File: config.mk
export PLATFORM = sky130hd
export DESIGN_NAME = i2c_target_regs
export DESIGN_NICKNAME = d
export VERILOG_FILES = /design/src/rtl/i2c_tgt_pkg.sv /design/src/rtl/i2c_tgt_sync.sv /design/src/rtl/i2c_tgt_fsm.sv /design/src/rtl/i2c_tgt_csr.sv /design/src/rtl/i2c_target_regs.sv
export SDC_FILE = /design/constraint.sdc
export NUM_CORES = 1
export LEC_CHECK = 0
export BUFFER_PORTS_ARGS = -buffer_cell sky130_fd_sc_hd__buf_4
export CORE_MARGIN = 1
export CORE_UTILIZATION = 56
export DETAILED_ROUTE_END_ITERATION = 6
export HOLD_SLACK_MARGIN = 0.06
export PLACE_DENSITY = 0.85
export SYNTH_ARGS = -nofsm -noshare
export SYNTH_HDL_FRONTEND = slang
export SYNTH_SLANG_ARGS = --single-unit
File: constraint.sdc
create_clock -name clk -period 3 [get_ports clk]
set_input_delay 0.6 -clock clk [delete_from_list [all_inputs] [get_ports clk]]
set_output_delay 0.6 -clock clk [all_outputs]
set_load 0.02 [all_outputs]
File: src/rtl/i2c_tgt_pkg.sv
package i2c_tgt_pkg;

  // status bit positions (interrupt enables share them)
  localparam int B_ADDR  = 0;
  localparam int B_RCVD  = 1;
  localparam int B_SENT  = 2;
  localparam int B_EMPTY = 3;
  localparam int B_STOP  = 4;
  localparam int B_TMODE = 5;
  localparam int B_GCALL = 6;
  localparam int STAT_W  = 7;

  // control bit positions
  localparam int C_FNACK  = 0;
  localparam int C_GCEN   = 1;
  localparam int C_EN     = 2;
  localparam int C_BUFSEL = 3;
  localparam int CTRL_W   = 4;

  // register offsets
  localparam int A_CTRL = 0;
  localparam int A_STAT = 1;
  localparam int A_IEN  = 2;
  localparam int A_OWN  = 3;
  localparam int A_DATA = 4;

  typedef enum logic [3:0] {
    ST_IDLE,
    ST_ADDR,
    ST_AACK,
    ST_RXB,
    ST_RXWAIT,
    ST_RACK,
    ST_TXWAIT,
    ST_TXB,
    ST_TACK
  } tgt_state_e;

  // event pulses, packed in status bit order
  typedef struct packed {
    logic gcall;
    logic rd;
    logic stop;
    logic empty;
    logic sent;
    logic rcvd;
    logic addr;
  } tgt_ev_t;

endpackage

File: src/rtl/i2c_tgt_sync.sv
module i2c_tgt_sync #(
  parameter int STAGES = 2
) (
  input  logic clk,
  input  logic rst,
  input  logic scl_i,
  input  logic sda_i,
  output logic scl_s,
  output logic sda_s,
  output logic scl_rise,
  output logic scl_fall,
  output logic start_det,
  output logic stop_det
);

  logic [STAGES-1:0] scl_pipe, sda_pipe;
  logic              scl_p, sda_p;

  always_ff @(posedge clk) begin
    if (rst) begin
      scl_pipe <= '1;
      sda_pipe <= '1;
      scl_p    <= 1'b1;
      sda_p    <= 1'b1;
    end else begin
      scl_pipe <= {scl_pipe[STAGES-2:0], scl_i};
      sda_pipe <= {sda_pipe[STAGES-2:0], sda_i};
      scl_p    <= scl_pipe[STAGES-1];
      sda_p    <= sda_pipe[STAGES-1];
    end
  end

  assign scl_s     = scl_pipe[STAGES-1];
  assign sda_s     = sda_pipe[STAGES-1];
  assign scl_rise  = scl_s & ~scl_p;
  assign scl_fall  = ~scl_s & scl_p;
  assign start_det = scl_s & scl_p & sda_p & ~sda_s;
  assign stop_det  = scl_s & scl_p & ~sda_p & sda_s;

endmodule

File: src/rtl/i2c_tgt_fsm.sv
module i2c_tgt_fsm
  import i2c_tgt_pkg::*;
#(
  parameter int DW = 8,
  parameter int AW = 7
) (
  input  logic          clk,
  input  logic          rst,
  input  logic          en,
  input  logic          gc_en,
  input  logic          fnack,
  input  logic [AW-1:0] own_addr,
  input  logic [DW-1:0] tx_byte,
  input  logic          hold_rx,
  input  logic          hold_tx,
  input  logic          sda_s,
  input  logic          scl_rise,
  input  logic          scl_fall,
  input  logic          start_det,
  input  logic          stop_det,
  output tgt_ev_t       ev,
  output logic [DW-1:0] rx_byte,
  output logic          scl_oe,
  output logic          sda_oe
);

  localparam int CW = $clog2(DW + 1);
  localparam logic [CW-1:0] FULL = CW'(DW);
  localparam logic [CW-1:0] LAST = CW'(DW - 1);

  tgt_state_e    state;
  logic [CW-1:0] cnt;
  logic [DW-1:0] sh;
  logic          arm, rw, nack_q;
  logic          own_hit, gc_hit;

  assign own_hit = (sh[DW-1:1] == own_addr);
  assign gc_hit  = gc_en && (sh == '0);

  always_ff @(posedge clk) begin
    if (rst) begin
      state   <= ST_IDLE;
      cnt     <= '0;
      sh      <= '0;
      rx_byte <= '0;
      scl_oe  <= 1'b0;
      sda_oe  <= 1'b0;
      ev      <= '0;
      arm     <= 1'b0;
      rw      <= 1'b0;
      nack_q  <= 1'b0;
    end else begin
      ev <= '0;
      if (!en) begin
        state  <= ST_IDLE;
        scl_oe <= 1'b0;
        sda_oe <= 1'b0;
        arm    <= 1'b0;
      end else if (stop_det) begin
        state   <= ST_IDLE;
        scl_oe  <= 1'b0;
        sda_oe  <= 1'b0;
        arm     <= 1'b0;
        ev.stop <= 1'b1;
      end else if (start_det) begin
        state  <= ST_ADDR;
        cnt    <= '0;
        scl_oe <= 1'b0;
        sda_oe <= 1'b0;
        arm    <= 1'b0;
      end else begin
        arm <= 1'b0;
        unique case (state)
          ST_IDLE: begin
          end
          ST_ADDR: begin
            if (scl_rise) begin
              sh  <= {sh[DW-2:0], sda_s};
              cnt <= cnt + 1'b1;
            end else if (scl_fall && cnt == FULL) begin
              if (own_hit || gc_hit) begin
                ev.addr  <= 1'b1;
                ev.gcall <= gc_hit;
                ev.rd    <= sh[0];
                rw       <= sh[0];
                sda_oe   <= 1'b1;
                state    <= ST_AACK;
              end else begin
                state <= ST_IDLE;
              end
            end
          end
          ST_AACK: begin
            if (scl_fall) begin
              sda_oe <= 1'b0;
              cnt    <= '0;
              if (rw) begin
                scl_oe   <= 1'b1;
                arm      <= 1'b1;
                ev.empty <= 1'b1;
                state    <= ST_TXWAIT;
              end else begin
                state <= ST_RXB;
              end
            end
          end
          ST_RXB: begin
            if (scl_rise) begin
              sh  <= {sh[DW-2:0], sda_s};
              cnt <= cnt + 1'b1;
            end else if (scl_fall && cnt == FULL) begin
              rx_byte <= sh;
              ev.rcvd <= 1'b1;
              scl_oe  <= 1'b1;
              arm     <= 1'b1;
              state   <= ST_RXWAIT;
            end
          end
          ST_RXWAIT: begin
            if (!arm && !hold_rx) begin
              scl_oe <= 1'b0;
              sda_oe <= !fnack;
              nack_q <= fnack;
              state  <= ST_RACK;
            end
          end
          ST_RACK: begin
            if (scl_fall) begin
              sda_oe <= 1'b0;
              cnt    <= '0;
              state  <= nack_q ? ST_IDLE : ST_RXB;
            end
          end
          ST_TXWAIT: begin
            if (!arm && !hold_tx) begin
              sh     <= tx_byte;
              sda_oe <= !tx_byte[DW-1];
              scl_oe <= 1'b0;
              cnt    <= '0;
              state  <= ST_TXB;
            end
          end
          ST_TXB: begin
            if (scl_fall) begin
              if (cnt == LAST) begin
                sda_oe <= 1'b0;
                state  <= ST_TACK;
              end else begin
                sda_oe <= !sh[DW-2];
                sh     <= {sh[DW-2:0], 1'b0};
              end
              cnt <= cnt + 1'b1;
            end
          end
          ST_TACK: begin
            if (scl_rise) begin
              nack_q <= sda_s;
            end else if (scl_fall) begin
              ev.sent <= 1'b1;
              if (!nack_q) begin
                ev.empty <= 1'b1;
                scl_oe   <= 1'b1;
                arm      <= 1'b1;
                state    <= ST_TXWAIT;
              end else begin
                state <= ST_IDLE;
              end
            end
          end
          default: state <= ST_IDLE;
        endcase
      end
    end
  end


  en_release_chk: assert property (@(posedge clk) disable iff (rst)
    !en |=> (!sda_oe && !scl_oe));


  stop_idle_chk: assert property (@(posedge clk) disable iff (rst)
    (en && stop_det) |=> (state == ST_IDLE && !scl_oe && !sda_oe));


  rx_stretch_chk: assert property (@(posedge clk) disable iff (rst)
    (en && state == ST_RXWAIT && !arm && hold_rx) |=> scl_oe);

endmodule

File: src/rtl/i2c_tgt_csr.sv
module i2c_tgt_csr
  import i2c_tgt_pkg::*;
#(
  parameter int DW  = 8,
  parameter int AW  = 7,
  parameter int RAW = 3
) (
  input  logic           clk,
  input  logic           rst,
  input  logic           bus_wr,
  input  logic           bus_rd,
  input  logic [RAW-1:0] bus_addr,
  input  logic [DW-1:0]  bus_wdata,
  output logic [DW-1:0]  bus_rdata,
  output logic           irq,
  input  tgt_ev_t        ev,
  input  logic [DW-1:0]  rx_byte,
  output logic           en,
  output logic           gc_en,
  output logic           fnack,
  output logic [AW-1:0]  own_addr,
  output logic [DW-1:0]  tx_byte,
  output logic           hold_rx,
  output logic           hold_tx
);

  localparam int SW = STAT_W;

  logic [CTRL_W-1:0] ctrl_q;
  logic [SW-1:0]     stat_q, ien_q, set_v, stat_d;
  logic [AW-1:0]     own_q;
  logic [DW-1:0]     tx_q;
  logic              wr_stat;

  assign wr_stat = bus_wr && (bus_addr == RAW'(A_STAT));

  always_comb begin
    set_v          = ev;
    set_v[B_TMODE] = ev.addr & ev.rd;
    stat_d         = stat_q;
    if (wr_stat) stat_d = stat_q & bus_wdata[SW-1:0];
    if (ev.addr && !ev.rd) stat_d[B_TMODE] = 1'b0;
    stat_d = stat_d | set_v;
  end

  always_ff @(posedge clk) begin
    if (rst) begin
      ctrl_q    <= '0;
      stat_q    <= '0;
      ien_q     <= '0;
      own_q     <= '0;
      tx_q      <= '0;
      bus_rdata <= '0;
      irq       <= 1'b0;
    end else begin
      stat_q <= stat_d;
      irq    <= |(stat_q & ien_q);
      if (bus_wr) begin
        if (bus_addr == RAW'(A_CTRL)) ctrl_q <= bus_wdata[CTRL_W-1:0];
        if (bus_addr == RAW'(A_IEN))  ien_q  <= bus_wdata[SW-1:0];
        if (bus_addr == RAW'(A_OWN))  own_q  <= bus_wdata[AW-1:0];
        if (bus_addr == RAW'(A_DATA)) tx_q   <= bus_wdata;
      end
      if (bus_rd) begin
        if (bus_addr == RAW'(A_CTRL))      bus_rdata <= DW'(ctrl_q);
        else if (bus_addr == RAW'(A_STAT)) bus_rdata <= DW'(stat_q);
        else if (bus_addr == RAW'(A_IEN))  bus_rdata <= DW'(ien_q);
        else if (bus_addr == RAW'(A_OWN))  bus_rdata <= DW'(own_q);
        else if (bus_addr == RAW'(A_DATA)) bus_rdata <= ctrl_q[C_BUFSEL] ? tx_q : rx_byte;
        else                               bus_rdata <= '0;
      end
    end
  end

  assign en       = ctrl_q[C_EN];
  assign gc_en    = ctrl_q[C_GCEN];
  assign fnack    = ctrl_q[C_FNACK];
  assign own_addr = own_q;
  assign tx_byte  = tx_q;
  assign hold_rx  = stat_q[B_RCVD];
  assign hold_tx  = stat_q[B_EMPTY];


  wr0_clear_chk: assert property (@(posedge clk) disable iff (rst)
    wr_stat |=> ((stat_q & ~$past(bus_wdata[SW-1:0]) & ~$past(set_v)) == '0));


  irq_mask_chk: assert property (@(posedge clk) disable iff (rst)
    (ien_q == '0) |=> !irq);


  tmode_set_chk: assert property (@(posedge clk) disable iff (rst)
    (ev.addr && ev.rd) |=> stat_q[B_TMODE]);


  gcall_flag_chk: assert property (@(posedge clk) disable iff (rst)
    ev.gcall |=> (stat_q[B_GCALL] && stat_q[B_ADDR]));

endmodule

File: src/rtl/i2c_target_regs.sv
module i2c_target_regs
  import i2c_tgt_pkg::*;
#(
  parameter int DW          = 8,
  parameter int AW          = 7,
  parameter int RAW         = 3,
  parameter int SYNC_STAGES = 2
) (
  input  logic           clk,
  input  logic           rst,
  input  logic           bus_wr,
  input  logic           bus_rd,
  input  logic [RAW-1:0] bus_addr,
  input  logic [DW-1:0]  bus_wdata,
  output logic [DW-1:0]  bus_rdata,
  output logic           irq,
  input  logic           scl_i,
  output logic           scl_oe,
  input  logic           sda_i,
  output logic           sda_oe
);

  logic          scl_s, sda_s, scl_rise, scl_fall, start_det, stop_det;
  logic          en, gc_en, fnack, hold_rx, hold_tx;
  logic [AW-1:0] own_addr;
  logic [DW-1:0] tx_byte, rx_byte;
  tgt_ev_t       ev;

  i2c_tgt_sync #(.STAGES(SYNC_STAGES)) u_sync (
    .clk       (clk),
    .rst       (rst),
    .scl_i     (scl_i),
    .sda_i     (sda_i),
    .scl_s     (scl_s),
    .sda_s     (sda_s),
    .scl_rise  (scl_rise),
    .scl_fall  (scl_fall),
    .start_det (start_det),
    .stop_det  (stop_det)
  );

  i2c_tgt_fsm #(.DW(DW), .AW(AW)) u_fsm (
    .clk       (clk),
    .rst       (rst),
    .en        (en),
    .gc_en     (gc_en),
    .fnack     (fnack),
    .own_addr  (own_addr),
    .tx_byte   (tx_byte),
    .hold_rx   (hold_rx),
    .hold_tx   (hold_tx),
    .sda_s     (sda_s),
    .scl_rise  (scl_rise),
    .scl_fall  (scl_fall),
    .start_det (start_det),
    .stop_det  (stop_det),
    .ev        (ev),
    .rx_byte   (rx_byte),
    .scl_oe    (scl_oe),
    .sda_oe    (sda_oe)
  );

  i2c_tgt_csr #(.DW(DW), .AW(AW), .RAW(RAW)) u_csr (
    .clk       (clk),
    .rst       (rst),
    .bus_wr    (bus_wr),
    .bus_rd    (bus_rd),
    .bus_addr  (bus_addr),
    .bus_wdata (bus_wdata),
    .bus_rdata (bus_rdata),
    .irq       (irq),
    .ev        (ev),
    .rx_byte   (rx_byte),
    .en        (en),
    .gc_en     (gc_en),
    .fnack     (fnack),
    .own_addr  (own_addr),
    .tx_byte   (tx_byte),
    .hold_rx   (hold_rx),
    .hold_tx   (hold_tx)
  );

  // scl_s is kept for observability of the filtered line
  logic unused_scl;
  assign unused_scl = scl_s;

endmodule

==> summary.txt, run 1 <==
Timing
  – Worst Max-Slew Pin Slew: between 700 and 800 ps
  – Worst Skew: approximately 10 ps
  – Final setup fails: 0
  – Slew Viols, Final: 0
  – F_max: roughly 0.43 GHz
  – Tcrit/Tclk final: 0.783
  – Rel. slew slack: 0.475
  – Min cycle time layout: ~2300 ps
  – Setup Total Neg Slack: 0 ps
  – Final hold vios: 0
  – RSZ-0062 raised after global routing: no

Logic synthesis
  – Post-synthesis cell type count: 61
  – Synth Area in XOR/XNOR: 0.0169
  – Synth Area in Compound Gates: 0.183
  – Adder-cell share of the synthesized area: 0.00603
  – Fraction of registers with async set/reset: 0
  – Sequential share of the synthesized area: 0.405
  – Post-synthesis simple-gate area fraction: 0.226
  – YS warnings: 0
  – Post-synth EDFFs: 0
  – Synthesized Nets: 488
  – Synth Register Bits: 84
  – Mapped Cells: approximately 470
  – Post-synthesis cell area: roughly 4200 µm²
  – Synth Flop Type: dfxtp_1
  – Largest family of logic cells by synthesized area: simple AND/OR/NAND/NOR gates
  – Mapped Avg Cell Area: approximately 8.8 µm²
  – Post-synthesis mux area share: 0.117

Critical path
  – Worst Path Max Fanout: 19
  – Worst setup path startpoint: u_fsm.state[0]$_SDFFE_PP0P_
  – WS Path Type: reg2reg
  – R2R Path End: u_fsm.ev[6]$_SDFF_PP0_
  – R2R depth: 5
  – Critical R2R Launch: u_fsm.state[0]$_SDFFE_PP0P_
  – CP Capture Point: u_fsm.ev[6]$_SDFF_PP0_
  – WP data required: roughly 3300 ps
  – CP peak stage delay: just over 700 ps
  – Critical path, cell by cell: or4b_2 -> and4b_1 -> a21oi_1 -> nor3_2 -> and4_1
  – Slowest cell on the critical path: dfxtp_1
  – Crit path DAT: ~2700 ps
  – Reg2reg setup slack: ~650 ps
  – Type of origin of the critical path: register
  – CP Capture Type: register

Pwr
  – Net Sw Power: ~510 µW
  – Clk pwr share: 0.431
  – Gate power share: 0.059
  – Switching share of power: 0.226
  – Cell leakage power: 0.00160 µW
  – VDD IR max: 368 µV
  – Power density over the cells: 483 nW/µm²
  – Power share of the sequential group: 0.509
  – Int Pwr: roughly 1700 µW

Drt
  – Post-DR vias/cell: about 6.2
  – Initial DRC count: roughly 450
  – DR DRC count: 0
  – WL final: between 10000 and 15000 µm
  – Wire per inst: around 18 µm
  – Antenna Nets Post-Route: 0
  – Drt pass-1 iters: 5
  – Vias post-DR: 3658

Floorplanning
  – Top-level port count: 28
  – Rows: 31
  – Die Width: 88.1 µm
  – DIE HEIGHT: 88.1 µm
  – Die area: around 7800 µm²
  – Core area: 7210 µm²
  – Initial Util: 0.575

Cells and area
  – Register area: between 1500 and 2000 µm²
  – Utilization after layout: 0.643
  – Final cell count without fillers: 590
  – Filler instances: just over 600
  – Layout Nets: between 500 and 600
  – Share of layout cells above drive strength 1: 0.153
  – Area of the multi-input gates: around 2300 µm²
  – Diode count: 0
  – Area Growth Syn to Fin: 11.8%

Clock network
  – CTS Root Cell: clkbuf_8
  – Reg clk slew, reported paths: 90 ps
  – CTS tree: built
  – Worst skew pair latency: approximately 360 ps
  – Clock tree buffer depth: 2
  – Setup bufs post-CTS: 0
  – CTS Buf Count: 9
  – # hold bufs at CTS: 0
  – Post-CTS sizing: 0
  – # H-tree levels: 3
  – TritonCTS sink count: 84

Global route
  – All-Layer GR Usage: 0.293
  – Vias in the first global route: between 3000 and 4000
  – First-pass GRT wire length: 17000 µm
  – Grt total ovfl: 0
  – Pin count of the biggest net entering global routing: 72
  – Initial antenna violation count: 0

Placement
  – Post-DP HPWL: ~7600 µm
  – Placed insts: 574
  – Routability congestion estimate: 0.904
  – Port Buffer Count: 27

Worst hold path
  – Hold Path Class: reg2reg

Flow run
  – Max cap viols: 0

Status
  – Status: complete, no violations
## synth_stat cells, drive strengths merged, types with 5 or more instances
cell,instances,area (µm²)
dfxtp,84,1680
nor2,55,206
mux2i,44,440
a21oi,35,175
nand2,35,131
a211oi,18,150
clkbuf,18,67.6
inv,17,63.8
o21ai,15,75.1
nand2b,12,75.1
nor3,11,71.3
nand3,10,50.1
nor2b,10,62.6
buf,9,57.6
or2,9,56.3
xnor2,8,70.1
and2,6,37.5
and4b,5,50.1
## worst min path at each step
stage,slack (ps),startpoint,cells past startpoint,end
after floorplan,390,u_sync.scl_pipe[0]$_SDFF_PP1_,1,u_sync.scl_pipe[1]$_SDFF_PP1_
after global placement,400,u_sync.scl_pipe[0]$_SDFF_PP1_,1,u_sync.scl_pipe[1]$_SDFF_PP1_
after detailed placement,400,u_sync.scl_pipe[0]$_SDFF_PP1_,1,u_sync.scl_pipe[1]$_SDFF_PP1_
after CTS,420,u_sync.scl_pipe[0]$_SDFF_PP1_,1,u_sync.scl_pipe[1]$_SDFF_PP1_
after global routing,420,sda_i,2,u_sync.sda_pipe[0]$_SDFF_PP1_
final,420,u_sync.scl_pipe[0]$_SDFF_PP1_,1,u_sync.scl_pipe[1]$_SDFF_PP1_
## placed cells by master, fill, tap and decap left out, types with 2 or more instances in the layout
cell type,instances
and2_1,6
inv_1,17
bufinv_16,3
o21ai_0,15
o221ai_1,3
nor2_1,55
nor2b_1,10
or2_2,9
clkbuf_8,9
o22a_1,2
o21a_1,2
and4b_1,5
or3_1,2
o211ai_1,4
nand4_1,3
a211oi_1,15
nand2_1,35
mux2i_1,44
nand3b_1,3
buf_4,33
nor4_4,2
nand4b_1,2
a21oi_1,35
mux2_2,4
a211oi_2,3
a221o_1,3
a22oi_1,3
nor4b_1,2
ha_1,2
a311oi_1,3
xnor2_1,8
a32oi_1,2
nor3_1,9
a31oi_1,4
a21o_1,2
nand3_1,10
and4_1,2
nand2b_1,12
dfxtp_1,84
## critical path, delay by kind of cell, from the launching register on
family	cells	cell delay [ps]
AOI/OAI and AO/OA	1	100
DFF	1	720
and+or+nand+nor	4	1450
## power groups by stage
| stage | Sequential (µW) | Clock, µW | Combinational [µW] |
|---|---|---|---|
| floorplan | 1170 | 0 | 77.2 |
| global placement | 1170 | 0 | 127 |
| detailed placement | 1170 | 0 | 130 |
| CTS | 1140 | 969 | 131 |
| global route | 1150 | 1020 | 144 |
| finish | 1140 | 968 | 133 |
## area by class of cell
class	count	area share
Multi-Input combinational cell	341	0.492
Tap cell	99	0.0267
Clock buffer	10	0.0275
Timing Repair Buffer	33	0.0534
Inverter	17	0.0137
Sequential cell	84	0.362
Clock inverter	6	0.0240
## per-stage QoR
step / total power, µW / setup WS (ps) / cell area, µm² / hold slack, ps
CTS: 2240 / 696 / 4640 / 418
finish: 2240 / 651 / 4640 / 418
global route: 2310 / 463 / 4640 / 425
detailed placement: 1300 / 739 / 4400 / 402
global placement: 1300 / 814 / 4400 / 397
floorplan: 1250 / 1110 / 4150 / 389
## routing by layer
metal | GRT usage | wire length [µm] | vias up
li1 | - | - | 1724
met1 | 0.395 | 4750 | 1764
met2 | 0.457 | 5030 | 144
met3 | 0.0575 | 687 | 26
met4 | 0.125 | 247 | 0
met5 | 0 | 0 | -
## cell families after synthesis
logic type | after synthesis
AND/OR/NAND/NOR | 175
AO/OA/AOI/OAI | 108
flip-flops | 84
multiplexers | 48
buffers and inverters | 44
XOR/XNOR | 8
adder cells (fa/ha/maj) | 2
## sequential cells by signal (all words and copies together) (netlist names), 6 cells and up, named ones only
signal / cells
u_csr.ien_q: 7
u_csr.tx_byte: 8
u_fsm.sh: 8
u_fsm.rx_byte: 8
u_csr.own_addr: 7
u_csr.stat_q: 6
u_csr.bus_rdata: 8
u_fsm.ev: 7
No activity file was read; power rests on OpenSTA's default activity.
==> run 2: changes to the inputs <==
--- a/config.mk
+++ b/config.mk
@@ -7,7 +7,7 @@
 export LEC_CHECK = 0
 export BUFFER_PORTS_ARGS = -buffer_cell sky130_fd_sc_hd__buf_4
 export CORE_MARGIN = 1
-export CORE_UTILIZATION = 56
+export CORE_UTILIZATION = 54
 export DETAILED_ROUTE_END_ITERATION = 6
 export HOLD_SLACK_MARGIN = 0.06
 export PLACE_DENSITY = 0.85
==> constraint.sdc (replaced) <==
create_clock -name clk -period 1.99 [get_ports clk]
set_input_delay 0.398 -clock clk [delete_from_list [all_inputs] [get_ports clk]]
set_output_delay 0.398 -clock clk [all_outputs]
set_load 0.02 [all_outputs]
==> run 2 against run 1 <==
Net effect: critical path depth unchanged; non-clock buffer count up 20; worst hold slack worse by 190 ps; clock power up 44%; sequential share of layout area down 1.5 points; first-iteration DRC count down 12%; sequential cell count unchanged; maximum frequency up 25%; cell count up 3.4%.
==> summary.txt, run 2 (synthesis gave the netlist of run 1 again) <==
Clock network
  – CTS Buf Count: 9
  – Reg clk slew, reported paths: around 80 ps
  – Worst skew pair latency: about 360 ps
  – TritonCTS sink count: 84
  – Clock tree buffer depth: 2
  – # H-tree levels: 3
  – CTS Root Cell: clkbuf_8
  – Setup bufs post-CTS: 0
  – CTS tree: built

Cells and area
  – Filler instances: around 570
  – Area of the multi-input gates: between 2000 and 2500 µm²
  – Most frequent cells in the layout: dfxtp_1, nor2_1, buf_4, mux2i_1
  – Area Growth Syn to Fin: 17.1%
  – Register area: 1690 µm²
  – Commonest non-fill, non-tap cell in the layout: dfxtp_1
  – Layout Nets: about 530
  – Fin area: 4860 µm²
  – Share of layout cells above drive strength 1: 0.202
  – Diode count: 0

Pwr
  – Gate power share: 0.063
  – Clk pwr share: 0.419
  – Switching share of power: 0.236
  – Power density over the cells: between 600 and 700 nW/µm²
  – Power share of the sequential group: 0.518
  – Net Sw Power: 783 µW
  – Cell leakage power: approximately 0.0017 µW
  – VDD IR max: between 500 and 600 µV
  – Int Pwr: 2540 µW

Drt
  – Vias post-DR: between 3000 and 4000
  – Initial DRC count: roughly 390
  – DR DRC count: 0
  – WL final: ~11000 µm
  – Antenna Nets Post-Route: 0
  – Post-DR vias/cell: just over 6
  – Drt pass-1 iters: 7
  – Wire per inst: roughly 18 µm

Timing
  – RSZ-0062 raised after global routing: yes
  – F_max: ~0.53 GHz
  – Worst Skew: roughly 16 ps
  – Slew Viols, Final: 0
  – Tcrit/Tclk final: 0.945
  – Final setup fails: 0
  – Rel. slew slack: 0.533
  – Final worst setup slack: around 110 ps
  – Min cycle time layout: between 1500 and 2000 ps
  – Worst Max-Slew Pin Slew: just under 700 ps
  – Final hold vios: 0

Placement
  – Port Buffer Count: 27
  – Worst slack, placed: approximately 26 ps
  – Post-Place Cell Area: 4590 µm²
  – Routability congestion estimate: ~0.95
  – Post-DP HPWL: just under 8000 µm

Global route
  – Gr busiest metal: met2
  – Met1 GRT Util: 0.416
  – Vias in the first global route: between 3000 and 4000
  – Pin count of the biggest net entering global routing: 72
  – All-Layer GR Usage: 0.291
  – Met3 Use GR: 0.0594
  – Initial antenna violation count: 0
  – Met2 Usage GRT: 0.427
  – First-pass GRT wire length: ~17000 µm
  – Grt total ovfl: 0

Flow run
  – Max cap viols: 0

Worst hold path
  – Hold Path Class: in2reg
  – Hold-critical path depth: 2

Critical path
  – CP Capture Point: u_fsm.cnt[3]$_SDFFE_PP0P_
  – CP Capture Type: register
  – Worst setup path startpoint: u_sync.scl_pipe[1]$_SDFF_PP1_
  – WP data required: 2220 ps
  – Worst Path Max Fanout: 7
  – WS Path Type: reg2reg
  – Critical R2R Launch: u_sync.scl_pipe[1]$_SDFF_PP1_
  – Type of origin of the critical path: register
  – R2R Path End: u_fsm.cnt[3]$_SDFFE_PP0P_
  – Crit path DAT: 2110 ps
  – Reg2reg setup slack: between 100 and 150 ps
  – R2R depth: 5

Floorplanning
  – Rows: 31
  – Die Width: roughly 90 µm
  – DIE HEIGHT: 89.7 µm
  – Initial Util: 0.566
  – Die area: 8040 µm²
  – Core area: 7330 µm²
  – Top-level port count: 28

Status
  – Status: complete, no violations
-- run 2: cell count changes in the layout (fill, tap and decap cells not counted), moves of 2 or more --
cell     previous run  this run
buf_12              0         3
buf_4              33        48
buf_6               0         2
dfxtp_1            84        80
dfxtp_2             0         3
nor2b_1            10         8
nor2b_2             0         2
-- run 2: worst max-delay path: stages (launching register included) --
cell      delay (ps)
dfxtp_1          430
nor2b_1          330
o311ai_0         260
o41a_1           430
o21ai_0          210
a21oi_1           90
-- run 2: final cells by class --
| class | count | share of cell area |
|---|---|---|
| multi-input combinational | 341 | 0.475 |
| sequential | 84 | 0.348 |
| timing repair buffer | 53 | 0.0912 |
| clock buffer | 10 | 0.0283 |
| tap | 99 | 0.0255 |
| clock inverter | 6 | 0.0193 |
| inverter | 17 | 0.0131 |
-- run 2: metrics by stage --
step	total power (µW)	util	hold WS [ps]	TNS [ps]	cells
5_1_grt	3420	0.663	220	-30.2	610
2_1_floorplan	1880	-	389	0	469
3_5_place_dp	1960	0.626	393	0	594
6_report	3320	0.663	233	0	610
4_1_cts	3340	0.658	222	0	610
3_3_place_gp	1960	0.626	397	0	594
-- run 2: worst min path at each step --
stage                                              from                       endpoint
final                                             scl_i  u_sync.scl_pipe[0]$_SDFF_PP1_
after global routing                              scl_i  u_sync.scl_pipe[0]$_SDFF_PP1_
after CTS                                         scl_i  u_sync.scl_pipe[0]$_SDFF_PP1_
after detailed placement  u_sync.sda_pipe[0]$_SDFF_PP1_  u_sync.sda_pipe[1]$_SDFF_PP1_
after global placement    u_sync.scl_pipe[0]$_SDFF_PP1_  u_sync.scl_pipe[1]$_SDFF_PP1_
after floorplan           u_sync.scl_pipe[0]$_SDFF_PP1_  u_sync.scl_pipe[1]$_SDFF_PP1_
-- run 2: repair_timing --
item | in CTS | in global routing
setup endpoints to repair | 0 | 27
resized for setup | 0 | 13
hold buffers | 0 | 0
-- run 2: metal layers --
metal	routed length [µm]	vias up
li1	-	1758
met1	4920	1747
met2	4850	172
met3	785	31
met4	314	0
met5	0	-
-- run 2: power groups by stage --
stage                     clock (µW)  combinational, µW  sequential, µW
after floorplan                    0                116            1760
after global placement             0                200            1760
after detailed placement           0                203            1760
after CTS                       1410                205            1720
after global routing            1470                225            1720
final                           1390                208            1720
==> run 3: changes to the inputs <==
--- a/config.mk
+++ b/config.mk
@@ -10,7 +10,7 @@
 export CORE_UTILIZATION = 54
 export DETAILED_ROUTE_END_ITERATION = 6
 export HOLD_SLACK_MARGIN = 0.06
-export PLACE_DENSITY = 0.85
+export PLACE_DENSITY = 0.76
 export SYNTH_ARGS = -nofsm -noshare
 export SYNTH_HDL_FRONTEND = slang
 export SYNTH_SLANG_ARGS = --single-unit
==> run 3 against run 2 <==
Net effect: sequential share of layout area increased by 0.15 points; first-iteration DRC count decreased by 15%; global-route usage rose by 0.20 points; worst setup slack worse by 22 ps; worst hold slack worse by 2.3 ps; power shrank 7.6%; via count rose by 0.32%; final area down 0.28%; cell count rose by 0.82%; critical path type unchanged; highest routed layer unchanged.
==> summary.txt, run 3 (synthesis gave the netlist of run 1 again) <==
Global route
  – Pin count of the biggest net entering global routing: slightly above 50
  – Grt total ovfl: 0
  – Initial antenna violation count: 0
  – Vias in the first global route: around 3300
  – First-pass GRT wire length: roughly 17000 µm
  – All-Layer GR Usage: 0.293

Timing
  – Final setup fails: 0
  – F_max: ~0.53 GHz
  – Worst Max-Slew Pin Slew: roughly 520 ps
  – Final worst setup slack: ~88 ps
  – Min cycle time layout: approximately 1900 ps
  – Slew Viols, Final: 0
  – Tcrit/Tclk final: 0.956
  – Final hold vios: 0
  – Worst Skew: 13.6 ps
  – Setup Total Neg Slack: 0 ps
  – Hold slack: roughly 230 ps
  – Rel. slew slack: 0.647

Drt
  – Vias post-DR: 3720
  – Wire per inst: approximately 18 µm
  – DR DRC count: 0
  – Antenna Nets Post-Route: 0
  – Initial DRC count: ~330
  – WL final: around 11000 µm
  – Drt pass-1 iters: 5
  – Post-DR vias/cell: 6.05

Critical path
  – Type of origin of the critical path: register
  – Slowest cell on the critical path: or3b_2
  – Worst Path Max Fanout: 10
  – WS Path Type: reg2reg
  – CP Capture Type: register
  – CP peak stage delay: about 480 ps
  – Cell class contributing the biggest share of worst-path delay: simple AND/OR/NAND/NOR gates
  – Critical path, cell by cell: or3b_2 -> a211oi_2 -> buf_4 -> nor4_4 -> buf_4 -> and2_4 -> a221oi_2
  – Crit-path most repeated cell: buf_4
  – Worst setup path startpoint: u_fsm.state[2]$_SDFFE_PP0P_
  – CP Buf/Inv Count: 2
  – Critical R2R Launch: u_fsm.state[2]$_SDFFE_PP0P_
  – WP data required: between 2000 and 2500 ps
  – Crit path DAT: ~2200 ps

Cells and area
  – Diode count: 0
  – Commonest non-fill, non-tap cell in the layout: dfxtp_1
  – Share of layout cells above drive strength 1: 0.217
  – Area Growth Syn to Fin: 16.7%
  – Layout Nets: 530
  – Utilization after layout: 0.661
  – Final cell count without fillers: 615
  – Most frequent cells in the layout: dfxtp_1, nor2_1, buf_4, mux2i_1

Clock network
  – # hold bufs at CTS: 0
  – CTS Buf Count: 9
  – CTS Root Cell: clkbuf_8
  – CTS tree: built
  – TritonCTS sink count: 84
  – Worst skew pair latency: roughly 360 ps
  – Reg clk slew, reported paths: about 80 ps
  – # H-tree levels: 3
  – Clock tree buffer depth: 2

Pwr
  – Cell leakage power: approximately 0.0017 µW
  – VDD IR max: just over 500 µV
  – Power density over the cells: around 630 nW/µm²

Floorplanning
  – Die Width: ~90 µm
  – DIE HEIGHT: 89.7 µm
  – Initial Util: 0.566
  – Rows: 31
  – Core area: about 7300 µm²
  – Top-level port count: 28
  – Die area: 8040 µm²

Placement
  – Routability congestion estimate: between 0.9 and 1
  – Post-DP HPWL: 8370 µm
  – Worst slack, placed: -23.5 ps
  – Port Buffer Count: 27
  – Placed insts: around 600

Status
  – Status: complete, no violations

Worst hold path
  – Hold Path Class: in2reg
  – HP Start: scl_i

Flow run
  – Max cap viols: 0
==> run 3: layout make-up <==
class	instances	area, µm²
flip-flops and latches	84	1690
multi-input cells	341	2320
well taps	99	124
inverters	17	63.8
repair buffers	58	464
clock inverters	4	32.5
clock buffers	12	145
fillers	641	2490
==> run 3: worst paths after layout <==
check,endpoint,slack [ps],depth (start not counted)
min,u_sync.scl_pipe[0]$_SDFF_PP1_,230,2
max reg2reg,u_fsm.scl_oe$_SDFFE_PP0P_,90,7
min reg2reg,u_sync.sda_pipe[1]$_SDFF_PP1_,420,1
max,u_fsm.scl_oe$_SDFFE_PP0P_,90,7
==> run 3: layer usage <==
layer / GRT usage / wire [µm]
met5: 0 / 0
met4: 0.111 / 235
met3: 0.0631 / 1030
met2: 0.429 / 4860
met1: 0.421 / 5170
==> run 3: per-stage QoR <==
stage	instance area [µm²]	total power (µW)
3_5_place_dp	4590	1970
4_1_cts	4780	3080
3_3_place_gp	4590	1970
6_report	4840	3070
2_1_floorplan	4150	1880
5_1_grt	4840	3180
==> run 3: what timing repair did <==
item	in CTS	in global routing
buffers inserted	0	3
resized for setup	4	15
cloned	0	0
endpoints found under the setup margin	5	21
pin swaps	1	1
==> run 3: power breakdown <==
group	switching [µW]	internal [µW]
clock	639	498
combinational	124	88.3
sequential	22.4	1700
total	786	2290
==> run 3: worst register-to-register path: stages (launching register included) <==
cell	delay [ps]
dfxtp_4	390
or3b_2	480
a211oi_2	220
buf_4	150
nor4_4	40
buf_4	170
and2_4	160
a221oi_2	210
